==> src/rtl/npc_pkg.sv <==
package npc_pkg;

    typedef enum logic [1:0] {
        BR_NONE = 2'b00,
        BR_EQ   = 2'b01,
        BR_NE   = 2'b10,
        BR_RSVD = 2'b11
    } br_kind_e;

    typedef enum logic [1:0] {
        SRC_SEQ    = 2'b00,
        SRC_BRANCH = 2'b01,
        SRC_JUMP   = 2'b10
    } pc_src_e;

endpackage

==> src/rtl/npc_branch_eval.sv <==
module npc_branch_eval
    import npc_pkg::*;
#(
    parameter int ADDR_W = 32,
    parameter int OFFS_W = 16
) (
    input  logic [1:0]        kind,
    input  logic [ADDR_W-1:0] opnd_a,
    input  logic [ADDR_W-1:0] opnd_b,
    input  logic [ADDR_W-1:0] seq_addr,
    input  logic [OFFS_W-1:0] offset,
    output logic              taken,
    output logic [ADDR_W-1:0] target
);
    localparam int EXT_W = ADDR_W - OFFS_W - 2;

    logic              same;
    logic [ADDR_W-1:0] byte_offs;

    assign same      = (opnd_a == opnd_b);
    assign byte_offs = {{EXT_W{offset[OFFS_W-1]}}, offset, 2'b00};
    assign target    = seq_addr + byte_offs;

    always_comb begin
        unique case (br_kind_e'(kind))
            BR_EQ:   taken = same;
            BR_NE:   taken = !same;
            BR_NONE: taken = 1'b0;
            BR_RSVD: taken = 1'b0;
            default: taken = 1'b0;
        endcase
    end
endmodule

==> src/rtl/npc_jump_form.sv <==
module npc_jump_form #(
    parameter int ADDR_W = 32,
    parameter int TGT_W  = 26
) (
    input  logic [ADDR_W-1:0] seq_addr,
    input  logic [TGT_W-1:0]  field,
    output logic [ADDR_W-1:0] target
);
    localparam int HI_W = ADDR_W - TGT_W - 2;

    assign target = {seq_addr[ADDR_W-1 -: HI_W], field, 2'b00};
endmodule

==> src/rtl/npc_unit.sv <==
module npc_unit
    import npc_pkg::*;
#(
    parameter int ADDR_W = 32,
    parameter int OFFS_W = 16,
    parameter int TGT_W  = 26,
    parameter logic [ADDR_W-1:0] RESET_ADDR = '0
) (
    input  logic              clk,
    input  logic              rst,
    input  logic              pc_we,
    input  logic [1:0]        br_kind,
    input  logic              jump_en,
    input  logic [OFFS_W-1:0] imm_off,
    input  logic [TGT_W-1:0]  jump_field,
    input  logic [ADDR_W-1:0] rs_val,
    input  logic [ADDR_W-1:0] rt_val,
    output logic [ADDR_W-1:0] pc_q,
    output logic [ADDR_W-1:0] pc_plus4,
    output logic              br_taken
);
    localparam logic [ADDR_W-1:0] STEP = ADDR_W'(4);

    logic [ADDR_W-1:0] br_target;
    logic [ADDR_W-1:0] jmp_target;
    logic [ADDR_W-1:0] pc_next;
    pc_src_e           src;

    assign pc_plus4 = pc_q + STEP;

    npc_branch_eval #(.ADDR_W(ADDR_W), .OFFS_W(OFFS_W)) br_i (
        .kind     (br_kind),
        .opnd_a   (rs_val),
        .opnd_b   (rt_val),
        .seq_addr (pc_plus4),
        .offset   (imm_off),
        .taken    (br_taken),
        .target   (br_target)
    );

    npc_jump_form #(.ADDR_W(ADDR_W), .TGT_W(TGT_W)) jmp_i (
        .seq_addr (pc_plus4),
        .field    (jump_field),
        .target   (jmp_target)
    );

    // source selection: jump outranks a taken branch
    always_comb begin
        if (jump_en)       src = SRC_JUMP;
        else if (br_taken) src = SRC_BRANCH;
        else               src = SRC_SEQ;
    end

    always_comb begin
        unique case (src)
            SRC_JUMP:   pc_next = jmp_target;
            SRC_BRANCH: pc_next = br_target;
            SRC_SEQ:    pc_next = pc_plus4;
            default:    pc_next = pc_plus4;
        endcase
    end

    always_ff @(posedge clk) begin
        if (rst)        pc_q <= RESET_ADDR;
        else if (pc_we) pc_q <= pc_next;
    end

    a_r1_reset_zero: assert property (@(posedge clk)
        rst |=> pc_q == RESET_ADDR);

    a_r3_hold: assert property (@(posedge clk) disable iff (rst)
        !pc_we |=> $stable(pc_q));

    a_r4_sequential: assert property (@(posedge clk) disable iff (rst)
        (pc_we && !jump_en && !br_taken) |=> pc_q == $past(pc_plus4));

    a_r5_eq_taken: assert property (@(posedge clk) disable iff (rst)
        (br_kind == 2'b01 && rs_val == rt_val) |-> br_taken);

    a_r6_ne_taken: assert property (@(posedge clk) disable iff (rst)
        (br_kind == 2'b10 && rs_val != rt_val) |-> br_taken);

    a_r7_none_idle: assert property (@(posedge clk) disable iff (rst)
        (br_kind == 2'b00) |-> !br_taken);

    a_r10_reserved_idle: assert property (@(posedge clk) disable iff (rst)
        (br_kind == 2'b11) |-> !br_taken);

    a_r8_jump_field: assert property (@(posedge clk) disable iff (rst)
        (pc_we && jump_en) |=>
            (pc_q[TGT_W+1:2] == $past(jump_field) && pc_q[1:0] == 2'b00));
endmodule

==> config.mk <==
export PLATFORM = sky130hd
export DESIGN_NAME = npc_unit
export DESIGN_NICKNAME = d
export VERILOG_FILES = /design/src/rtl/npc_pkg.sv /design/src/rtl/npc_branch_eval.sv /design/src/rtl/npc_jump_form.sv /design/src/rtl/npc_unit.sv
export SDC_FILE = /design/constraint.sdc
export NUM_CORES = 1
export LEC_CHECK = 0
export ABC_AREA = 1
export BUFFER_PORTS_ARGS = -buffer_cell sky130_fd_sc_hd__buf_2
export CAP_MARGIN = 25
export CORE_ASPECT_RATIO = 0.75
export CORE_MARGIN = 1.5
export CORE_UTILIZATION = 45
export DETAILED_ROUTE_END_ITERATION = 10
export PLACE_DENSITY = 0.74
export SYNTH_ARGS = -nofsm -noshare
export SYNTH_HDL_FRONTEND = slang
export SYNTH_SLANG_ARGS = --single-unit
==> constraint.sdc <==
create_clock -name clk -period 3.1 [get_ports clk]
set_input_delay 0.775 -clock clk [delete_from_list [all_inputs] [get_ports clk]]
set_output_delay 0.775 -clock clk [all_outputs]
set_load 0.02 [all_outputs]
# After elaboration in Yosys (flattened, before gate mapping)
# Cells that the tools add are included.
# Widths: inputs -> output; s select.
# classes
eq_ne	6
reduce_logical	3
n_mux	4
add_sub_neg	2
# ops
cell	count
$pmux 32 s2	1
$add 32x3->32 const B	1
$add 32x32->32	1
$eq 32x32->1	1
$eq 2x2->1 const B	3
$eq 2x1->1 const B	2
$pmux 1 s3	1
$logic_not 2->1	1
$mux 2	1
$reduce_or 2->1	1
$logic_not 1->1	1
$mux 1	1
# totals
word_cells	16
output_inout_bits	65
input_bits	112
ff_bits	32

# Depth between registers and ports, before layout
# Gate-level depths: netlist (run 1).
# logic_depth
ltp_word	7
mapped_depth	24
mapped_depth_nobuf	24

# Cells and area by module
# Synthesis (run 1) repeated with hierarchy kept, for this count alone.
# hier_totals
cells_unflattened	977
area_unflattened_um2	5464.0
# by_module_without_submodules
module	cells_per_inst	seq_area_each_um2	n_inst	area_per_inst_um2
npc_branch_eval	530	0.0	1	2700.1
npc_unit	414	640.6	1	2519.9
npc_jump_form	33	0.0	1	244.0

# Worst setup path after synthesis (run 1)
# No wires, ideal clock.
# synth_timing
path_type	register -> register
startpoint	register pc_q[2]
endpoint	register pc_q[29]
t_required_ps	2981
period_less_slack_ps	3151
arrival_time_ps	3031
path_stages_with_launch	20
slack_ps	-51
n_path_buf	0
setup_time_ps	119
cell_sequence	dfxtp_1 > ha_1 > nand2_1 > nor2_1 > nand2_1 > nor2_2 > nand2_1 > nor2_2 > xor2_1 > ha_1 > a21oi_1 > o21ai_0 > a21oi_1 > nor2_1 > nor2_1 > nand2_1 > nor2_1 > nor2_1 > nand2_1 > a21oi_1
# synth_between
elab_chain_len	3
# synth_rtl
element	line	source
start: declaration	npc_unit.sv:18	output logic [ADDR_W-1:0] pc_q,
start signal: assignment	npc_unit.sv:65	else if (pc_we) pc_q <= pc_next;
$add 32x3->32	npc_unit.sv:29	assign pc_plus4 = pc_q + STEP;
net pc_plus4[20]	npc_unit.sv:19	output logic [ADDR_W-1:0] pc_plus4,
$add 32x32->32	npc_branch_eval.sv:22	assign target = seq_addr + byte_offs;
$pmux 32 s2	npc_unit.sv:55	unique case (src)
# The timed path passes the listed nets, and every way through them passes these cells.
# A chain may end at the register's enable or synchronous reset.

# Final worst setup path (run 1)
# layout_timing
startpoint	register pc_q[11]
endpoint	register pc_q[24]
# layout_between
elab_chain_len	3
# layout_rtl
element	line
$add 32x3->32 *	npc_unit.sv:29
$add 32x32->32	npc_branch_eval.sv:22
$pmux 32 s2 *	npc_unit.sv:55
# Mark *: on every way between the ends. The rest lies on a longest branch, timed or not.

==> results of run 1 <==
[layout by cell type, fill, tap and decap left out, types with 6 or more instances in the layout]
cell,count
o21ai_0,16
a21oi_2,18
nor3_1,6
nand2_1,245
a21oi_1,64
buf_4,94
nand2_2,16
nor2_4,11
nor3_2,13
buf_2,172
ha_1,22
dfxtp_1,20
nand3b_1,6
nor2_2,15
xor2_2,7
ha_4,13
inv_1,126
nand3_1,61
dfxtp_2,8
xor2_1,22
xnor2_1,17
nor2_1,60
o21ai_1,13
nand4_1,16
inv_2,7
[worst min-delay path, cell delays in order, from the launching register on]
cell	delay, ns
dfxtp_2	0.34
nand2_1	0.07
a21oi_1	0.06
[cell type report]
cell class                      instances  area (sq um)  share of cell area
Multi-Input combinational cell        688          4250               0.583
Tap cell                              136           170              0.0233
Clock buffer                            7           133              0.0182
Sequential cell                        30           618              0.0847
Timing Repair Buffer                  267          1590               0.218
Inverter                              134           503              0.0690
Clock inverter                          1          30.0             0.00412
[worst min-delay path by stage]
stage	slack, ns	cells past startpoint	to	start
3_5_place_dp	0.51	2	pc_q[17]	pc_q[17]
6_report	0.50	2	pc_q[17]	pc_q[17]
4_1_cts	0.52	2	pc_q[3]	pc_q[3]
5_1_grt	0.53	2	pc_q[17]	pc_q[17]
2_1_floorplan	0.58	2	pc_q[16]	pc_q[16]
3_3_place_gp	0.50	2	pc_q[3]	pc_q[3]
[timing repair]
action,in CTS,in global routing
buffers inserted,2,7
resized for setup,15,131
endpoints found under the setup margin,11,22
pin swaps,7,27
hold buffers,0,0
hold endpoints to repair,0,0
[metal layers]
metal  part of all wire  vias to the layer above  global-route usage
met5                  0                        -                   0
met4              0.014                        0              0.0603
met3               0.11                       31              0.0591
met2               0.42                      388               0.484
met1               0.46                     3004               0.518
li1                   -                     3280                   -
[power breakdown]
part           internal [mW]  switching (mW)
Clock                  0.379           0.176
Sequential             0.419          0.0335
Combinational          0.478           0.732
[kinds of logic (layout without fill, tap and decap cells)]
group / Yosys count / count (layout) / share of synthesized area
flip-flops: 30 / 30 / 0.123
AO/OA/AOI/OAI: 125 / 125 / 0.136
AND/OR/NAND/NOR: 473 / 473 / 0.429
XOR/XNOR: 49 / 49 / 0.0897
other: 1 / 4 / 0.000771
buffers and inverters: 153 / 409 / 0.125
adder cells (fa/ha/maj): 37 / 37 / 0.0967
==> impl_metrics.env, run 1 <==
export IMPL_utilization=0.701
export IMPL_grt_pass1_wl_um=29800
export IMPL_post_dp_cell_area_sq_um=6470
export IMPL_drive_above_1_share=0.367
export IMPL_syn_area_sq_um=4870
export IMPL_yosys_cell_count_top_type="nand2_1"
export IMPL_cts_tree="done"
export IMPL_report_final_setup_viol=3
export IMPL_synth_edf_count=0
export IMPL_post_place_cells=1246
export IMPL_finalCritPeriodShare=1.01
export IMPL_drt_iter0_markers=719
export IMPL_drv_cap=0
export IMPL_violations="setup timing"
export IMPL_p_leak_nw=3.89
export IMPL_clock_skew_ns=0.00811
export IMPL_hold_class="reg -> reg"
export IMPL_top_regs="pc_q (30)"
export IMPL_max_slew_margin=0.607
export IMPL_ys_seq_area_frac=0.123
export IMPL_initial_core_util=0.467
export IMPL_syn_to_final_growth_pct=49.9
export IMPL_ys_flop_type="dfxtp_1"
export IMPL_synth_area_per_cell_sq_um=5.61
export IMPL_tightestPinTransition_ns=0.589
export IMPL_cp_endpoint="pc_q[24]"
export IMPL_synth_common_cells="262 x nand2_1, 132 x inv_1, 82 x a21oi_1"
export IMPL_cp_end_kind="flop"
export IMPL_drc_errors=0
export IMPL_core_region_area_sq_um=10400
export IMPL_firstDrtPassIters=5
export IMPL_async_flop_share=0
export IMPL_globalplace_congestion=0.965
export IMPL_cts_max_level=2
export IMPL_top_register="pc_q"
export IMPL_r2r_end="pc_q[24]"
export IMPL_power_density_nw_per_um2=304
export IMPL_critPathMostFrequentCell="nand2_1"
export IMPL_synth_largest_area_cell="nand2_1"
export IMPL_largest_reg_flops=30
export IMPL_crit_chain="buf_4 > nand2_1 > nor2_2 > nand2_1 > nor2_4 > nand3_2 > xor2_1 > buf_4 > ha_1 > nand2_1 > o21ai_0 > a21oi_1 > nand2_1 > nor2_1 > nor2_1 > a21oi_2 > nor2_1"
export IMPL_vias_per_cell=5.31
export IMPL_antenna_found_initial=0
export IMPL_rows=32
export IMPL_cts_buffers=5
export IMPL_cpPeakStageDelay_ns=0.38
export IMPL_antenna_cells_inserted=0
export IMPL_worst_path_stages=17
export IMPL_hold_viol=0
export IMPL_rsz0062_at_grt="yes"
export IMPL_grt_pass1_vias=5850
export IMPL_power_total_mw=2.22
export IMPL_syn_inst=868
export IMPL_cp_required_ns=3.26
export IMPL_setup_tns_ns=-0.0654
export IMPL_clkSlewWorstSetupHoldPaths_ns=0.06
export IMPL_synth_cell_type_count=44
export IMPL_fin_crit_ns=3.13
export IMPL_vdd_drop_max_uv=471
export IMPL_reg2reg_depth=17
export IMPL_yosysTopAreaCellShare=0.202
export IMPL_pin_count=177
export IMPL_hold_ws_ns=0.504
export IMPL_routed_wl_um=20700
export IMPL_grt_max_degree=26
export IMPL_dieArea_sq_um=11500
export IMPL_io_buffers=172
export IMPL_crit_slowest_cell="dfxtp_1"
export IMPL_worstPathArrival_ns=3.29
export IMPL_final_nets=1275
export IMPL_grt_usage=0.336
export IMPL_cp_top_family="simple AND/OR/NAND/NOR gates"
export IMPL_fill_cells=951
export IMPL_insertion_delay_ns=0.28
export IMPL_yosysWarnings=0
export IMPL_die_x_um=123
export IMPL_status="finished, violations left"
export IMPL_crit_fanout=4
export IMPL_synth_seq_cells=30
export IMPL_final_cells=1263
export IMPL_cts_sinks=30
export IMPL_drv_slew=0
export IMPL_fmax_mhz=320
export IMPL_place_hpwl_um=16000
export IMPL_r2r_start="pc_q[11]"
export IMPL_r2r_slack_ns=-0.03
export IMPL_cp_buffers_inverters=2
export IMPL_cts_root_buf="clkbuf_16"
export IMPL_cp_start_kind="flop"
export IMPL_die_h_um=93.1
export IMPL_wl_per_cell_um=16.4
export IMPL_setup_slack_ns=-0.0294
export IMPL_dpl_worst_slack_ns=-0.186
export IMPL_vias=6703
export IMPL_detail_route_antenna_nets=0
export IMPL_max_clock_path_buffers=2
export IMPL_synth_area_leaders="nand2_1 20%, dfxtp_1 12%, inv_1 10%"
export IMPL_path_class="reg -> reg"
export IMPL_overflow=0
export IMPL_startpoint="pc_q[11]"
export IMPL_final_area_sq_um=7290
No activity file was read; power rests on OpenSTA's default activity.
==> run 2: changes to the inputs <==
SETUP_SLACK_MARGIN = 0.02   (was default)
==> impl_metrics.env, run 2 (same netlist as run 1, synthesis figures left out) <==
export IMPL_top_regs="pc_q (30)"
export IMPL_top_layer="met4"
export IMPL_grt_usage=0.336
export IMPL_grt_pass1_vias=5850
export IMPL_seq_power_share=0.204
export IMPL_post_place_cells=1246
export IMPL_clock_skew_ns=0.00747
export IMPL_layout_common_cells="242 x nand2_1, 172 x buf_2, 126 x inv_1"
export IMPL_cts_root_buf="clkbuf_16"
export IMPL_max_slew_margin=0.586
export IMPL_drv_cap=0
export IMPL_vias_per_cell=5.30
export IMPL_detail_route_antenna_nets=0
export IMPL_vdd_drop_max_uv=471
export IMPL_vias=6699
export IMPL_p_leak_nw=3.90
export IMPL_p_clk_frac=0.249
export IMPL_io_buffers=172
export IMPL_final_common_cell="nand2_1"
export IMPL_fin_crit_ns=3.13
export IMPL_regArea_sq_um=621
export IMPL_fmax_mhz=319
export IMPL_cts_max_level=2
export IMPL_drt_iter0_markers=781
export IMPL_routed_wl_met3_um=2310
export IMPL_syn_to_final_growth_pct=50.4
export IMPL_firstDrtPassIters=5
export IMPL_cts_tree="done"
export IMPL_hold_class="reg -> reg"
export IMPL_crit_fanout=4
export IMPL_routed_wl_um=20600
export IMPL_overflow=0
export IMPL_insertion_delay_ns=0.28
export IMPL_core_region_area_sq_um=10400
export IMPL_die_x_um=123
export IMPL_power_density_nw_per_um2=303
export IMPL_power_share_switching=0.424
export IMPL_drive_above_1_share=0.375
export IMPL_rsz0062_at_grt="yes"
export IMPL_cp_required_ns=3.27
export IMPL_met2WireLength_um=8630
export IMPL_cts_buffers=5
export IMPL_worstPathArrival_ns=3.30
export IMPL_drc_errors=0
export IMPL_drv_slew=0
export IMPL_max_clock_path_buffers=2
export IMPL_antenna_found_initial=0
export IMPL_cp_start_kind="flop"
export IMPL_tightestPinTransition_ns=0.620
export IMPL_globalplace_congestion=0.965
export IMPL_comb_power_share=0.547
export IMPL_cp_end_kind="flop"
export IMPL_multiInputGateArea_sq_um=4270
export IMPL_setup_slack_ns=-0.0301
export IMPL_grt_max_degree=26
export IMPL_cts_sinks=30
export IMPL_wl_per_cell_um=16.3
export IMPL_final_nets=1275
export IMPL_pin_count=177
export IMPL_final_cells=1263
export IMPL_clkSlewWorstSetupHoldPaths_ns=0.06
export IMPL_p_switching_mw=0.941
export IMPL_place_hpwl_um=16000
export IMPL_intPower_mw=1.28
export IMPL_power_total_mw=2.22
export IMPL_cts_hold_fix_buffers=0
export IMPL_status="finished, violations left"
export IMPL_finalCritPeriodShare=1.01
export IMPL_wirelength_met1_um=9400
export IMPL_report_final_setup_viol=2
export IMPL_initial_core_util=0.467
export IMPL_rows=32
export IMPL_die_h_um=93.1
export IMPL_hold_viol=0
export IMPL_antenna_cells_inserted=0
export IMPL_top_register="pc_q"
export IMPL_dieArea_sq_um=11500
export IMPL_path_class="reg -> reg"
export IMPL_grt_pass1_wl_um=29800
export IMPL_fill_cells=937
export IMPL_violations="setup timing"
export IMPL_largest_reg_flops=30
## run 2: power by group through the flow
stage	logic [mW]	registers [mW]	clock network, mW
floorplan	0.573	0.492	0
global route	1.31	0.455	0.573
global placement	1.03	0.452	0
detailed placement	1.03	0.453	0
CTS	1.05	0.447	0.552
finish	1.22	0.453	0.552
## run 2: layer usage
layer / vias to the layer above / track usage
met4: 0 / 0.0603
li1: 3280 / -
met3: 32 / 0.0591
met1: 3013 / 0.518
met2: 374 / 0.484
met5: - / 0
## run 2: critical path: stages (launching register included)
cell and delay, ns:
dfxtp_4 0.37, ha_2 0.21, nand2_2 0.10, nor2_4 0.16, inv_1 0.11, nor2_4 0.16, nand3_2 0.12, xor2_1 0.32
buf_4 0.20, ha_1 0.22, nand2_1 0.16, o21ai_0 0.15, a21oi_1 0.16, o21a_1 0.15, nand3_1 0.08, nand2_1 0.06
nor2_1 0.05, buf_4 0.14, nor2_1 0.08, nor2_1 0.05
## run 2: per-stage QoR
stage	area, sq um	setup slack (ns)	util	hold slack [ns]	TNS [ns]
after floorplan	4880	0.0426	-	0.578	0
after global placement	6470	-0.157	0.622	0.502	-0.219
after detailed placement	6470	-0.186	0.622	0.506	-0.355
after CTS	6700	0.0229	0.643	0.517	0
after global routing	7320	-0.0810	0.703	0.531	-0.767
final	7320	-0.0301	0.703	0.505	-0.0381
## run 2: area by class of cell
| cell class | count | area share |
|---|---|---|
| clock inverters | 1 | 0.00410 |
| inverters | 134 | 0.0687 |
| clock buffers | 7 | 0.0181 |
| well taps | 136 | 0.0233 |
| flip-flops and latches | 30 | 0.0848 |
| repair buffers | 267 | 0.217 |
| multi-input cells | 688 | 0.584 |
## run 2: path summary, 6_finish.rpt
kind                                from  slack [ns]        to  cells after the start
worst max register to register   pc_q[2]       -0.03  pc_q[28]                     19
worst max-delay path             pc_q[2]       -0.03  pc_q[28]                     19
worst min-delay path            pc_q[17]        0.50  pc_q[17]                      2
worst min register to register  pc_q[17]        0.50  pc_q[17]                      2
## run 2: repair_timing
action / 4_1_cts / 5_1_grt
buffers inserted: 2 / 7
pin swaps: 7 / 37
setup endpoints to repair: 11 / 22
gates resized for setup: 16 / 140
==> run 3: changes to the inputs <==
BUFFER_PORTS_ARGS = default   (was -buffer_cell sky130_fd_sc_hd__buf_2)
DONT_BUFFER_PORTS = 1   (was default)
PLACE_DENSITY = default   (was 0.74)
==> impl_metrics.env, run 3 (same netlist as run 1, synthesis figures left out) <==
export IMPL_clock_skew_ns=0.0197
export IMPL_finalCritPeriodShare=0.978
export IMPL_final_common_cell="nand2_1"
export IMPL_wl_per_cell_um=18.2
export IMPL_place_hpwl_um=16400
export IMPL_post_place_cells=1127
export IMPL_regArea_sq_um=618
export IMPL_drive_above_1_share=0.297
export IMPL_routed_wl_um=20900
export IMPL_tightestPinTransition_ns=0.782
export IMPL_core_region_area_sq_um=10400
export IMPL_multiInputGateArea_sq_um=4290
export IMPL_r2r_start="pc_q[3]"
export IMPL_path_class="reg -> reg"
export IMPL_cp_start_kind="flop"
export IMPL_vias=6319
export IMPL_fill_cells=988
export IMPL_die_x_um=123
export IMPL_max_clock_path_buffers=2
export IMPL_pin_count=177
export IMPL_setup_slack_ns=0.0689
export IMPL_cts_tree="done"
export IMPL_globalplace_congestion=1.03
export IMPL_cts_root_buf="clkbuf_16"
export IMPL_vdd_drop_max_uv=235
export IMPL_grt_max_degree=28
export IMPL_hold_viol=0
export IMPL_cp_required_ns=3.32
export IMPL_cts_buffers=5
export IMPL_rsz0062_at_grt="yes"
export IMPL_cp_end_kind="flop"
export IMPL_status="complete, no violations"
export IMPL_dpl_worst_slack_ns=-0.159
export IMPL_p_switching_mw=0.926
export IMPL_top_regs="pc_q (30)"
export IMPL_insertion_delay_ns=0.30
export IMPL_layout_common_cells="244 x nand2_1, 150 x buf_4, 127 x inv_1"
export IMPL_antenna_found_initial=0
export IMPL_cts_sinks=30
export IMPL_rows=32
export IMPL_intPower_mw=1.20
export IMPL_dieArea_sq_um=11500
export IMPL_final_nets=1159
export IMPL_r2r_slack_ns=0.07
export IMPL_power_share_switching=0.435
export IMPL_p_leak_nw=3.44
export IMPL_drv_cap=0
export IMPL_p_clk_frac=0.249
export IMPL_hold_class="reg -> reg"
export IMPL_report_final_setup_viol=0
export IMPL_top_register="pc_q"
export IMPL_grt_usage=0.340
export IMPL_drt_iter0_markers=653
export IMPL_grt_pass1_vias=5700
export IMPL_power_total_mw=2.13
export IMPL_cts_max_level=2
export IMPL_die_h_um=93.1
export IMPL_overflow=0
export IMPL_syn_to_final_growth_pct=41.2
export IMPL_antenna_cells_inserted=0
export IMPL_fin_crit_ns=3.03
export IMPL_setup_tns_ns=0
export IMPL_largest_reg_flops=30
export IMPL_hp_start="pc_q[17]"
export IMPL_drc_errors=0
export IMPL_startpoint="pc_q[3]"
export IMPL_cts_hold_fix_buffers=0
export IMPL_fmax_mhz=330
export IMPL_max_slew_margin=0.478
export IMPL_crit_fanout=4
export IMPL_final_cells=1147
export IMPL_grt_pass1_wl_um=29700
export IMPL_vias_per_cell=5.51
export IMPL_drv_slew=0
export IMPL_worstPathArrival_ns=3.25
export IMPL_seq_power_share=0.212
export IMPL_io_buffers=0
export IMPL_detail_route_antenna_nets=0
export IMPL_power_density_nw_per_um2=310
export IMPL_clkSlewWorstSetupHoldPaths_ns=0.07
export IMPL_firstDrtPassIters=5
export IMPL_comb_power_share=0.538
export IMPL_initial_core_util=0.467
[run 3: changes by cell type in the layout (fill, tap and decap cells not counted), sizes merged]
cell | previous run | this run
clkinv | 1 | 2
bufinv | 1 | 0
buf | 267 | 151
[run 3: area by class of cell]
cell class | count | share of cell area
multi-input combinational | 688 | 0.625
timing repair buffer | 151 | 0.166
sequential | 30 | 0.0900
inverter | 134 | 0.0732
tap | 136 | 0.0248
clock buffer | 7 | 0.0208
clock inverter | 1 | 0.000729
[run 3: final timing paths]
check | end | cells past startpoint
hold reg to reg | pc_q[17] | 2
setup reg to reg | pc_q[27] | 17
setup / recovery | pc_q[27] | 17
hold / removal | pc_q[17] | 2
[run 3: worst max-delay path: stages, from the launching register on]
cell and delay [ns]:
dfxtp_2 0.35, ha_2 0.19, nand2_2 0.08, nor2_4 0.12, nand2_2 0.09, nor2_4 0.14, nand2_4 0.09, xor2_4 0.21
inv_2 0.08, ha_1 0.33, nand2_2 0.11, nor2_1 0.16, a21oi_1 0.11, buf_4 0.15, or2_2 0.30, nand4_1 0.12
nand3_2 0.15, a21oi_2 0.16
[run 3: power by group through the flow]
stage	Sequential [mW]	Clock [mW]	Combinational, mW
detailed placement	0.456	0	0.975
finish	0.452	0.530	1.15
CTS	0.448	0.524	0.992
global placement	0.453	0	0.969
global route	0.455	0.541	1.23
floorplan	0.492	0	0.573
[run 3: repair_timing]
item | CTS | global route
hold endpoints to repair | 0 | 0
setup endpoints to repair | 11 | 20
gates resized for setup | 16 | 135
setup buffers | 2 | 10
pin swaps | 4 | 29
[run 3: through the flow]
stage / cell area, sq um / hold WS [ns] / utilization
2_1_floorplan: 4880 / 0.578 / -
3_3_place_gp: 5990 / 0.500 / 0.576
3_5_place_dp: 5990 / 0.491 / 0.576
4_1_cts: 6210 / 0.511 / 0.597
5_1_grt: 6870 / 0.524 / 0.660
6_report: 6870 / 0.499 / 0.660
[run 3: metal layers]
layer	GRT usage	part of all wire	vias up
met3	0.0744	0.11	34
met1	0.521	0.46	2882
li1	-	-	3047
met4	0.0690	0.018	0
met2	0.478	0.41	356
met5	0	0	-
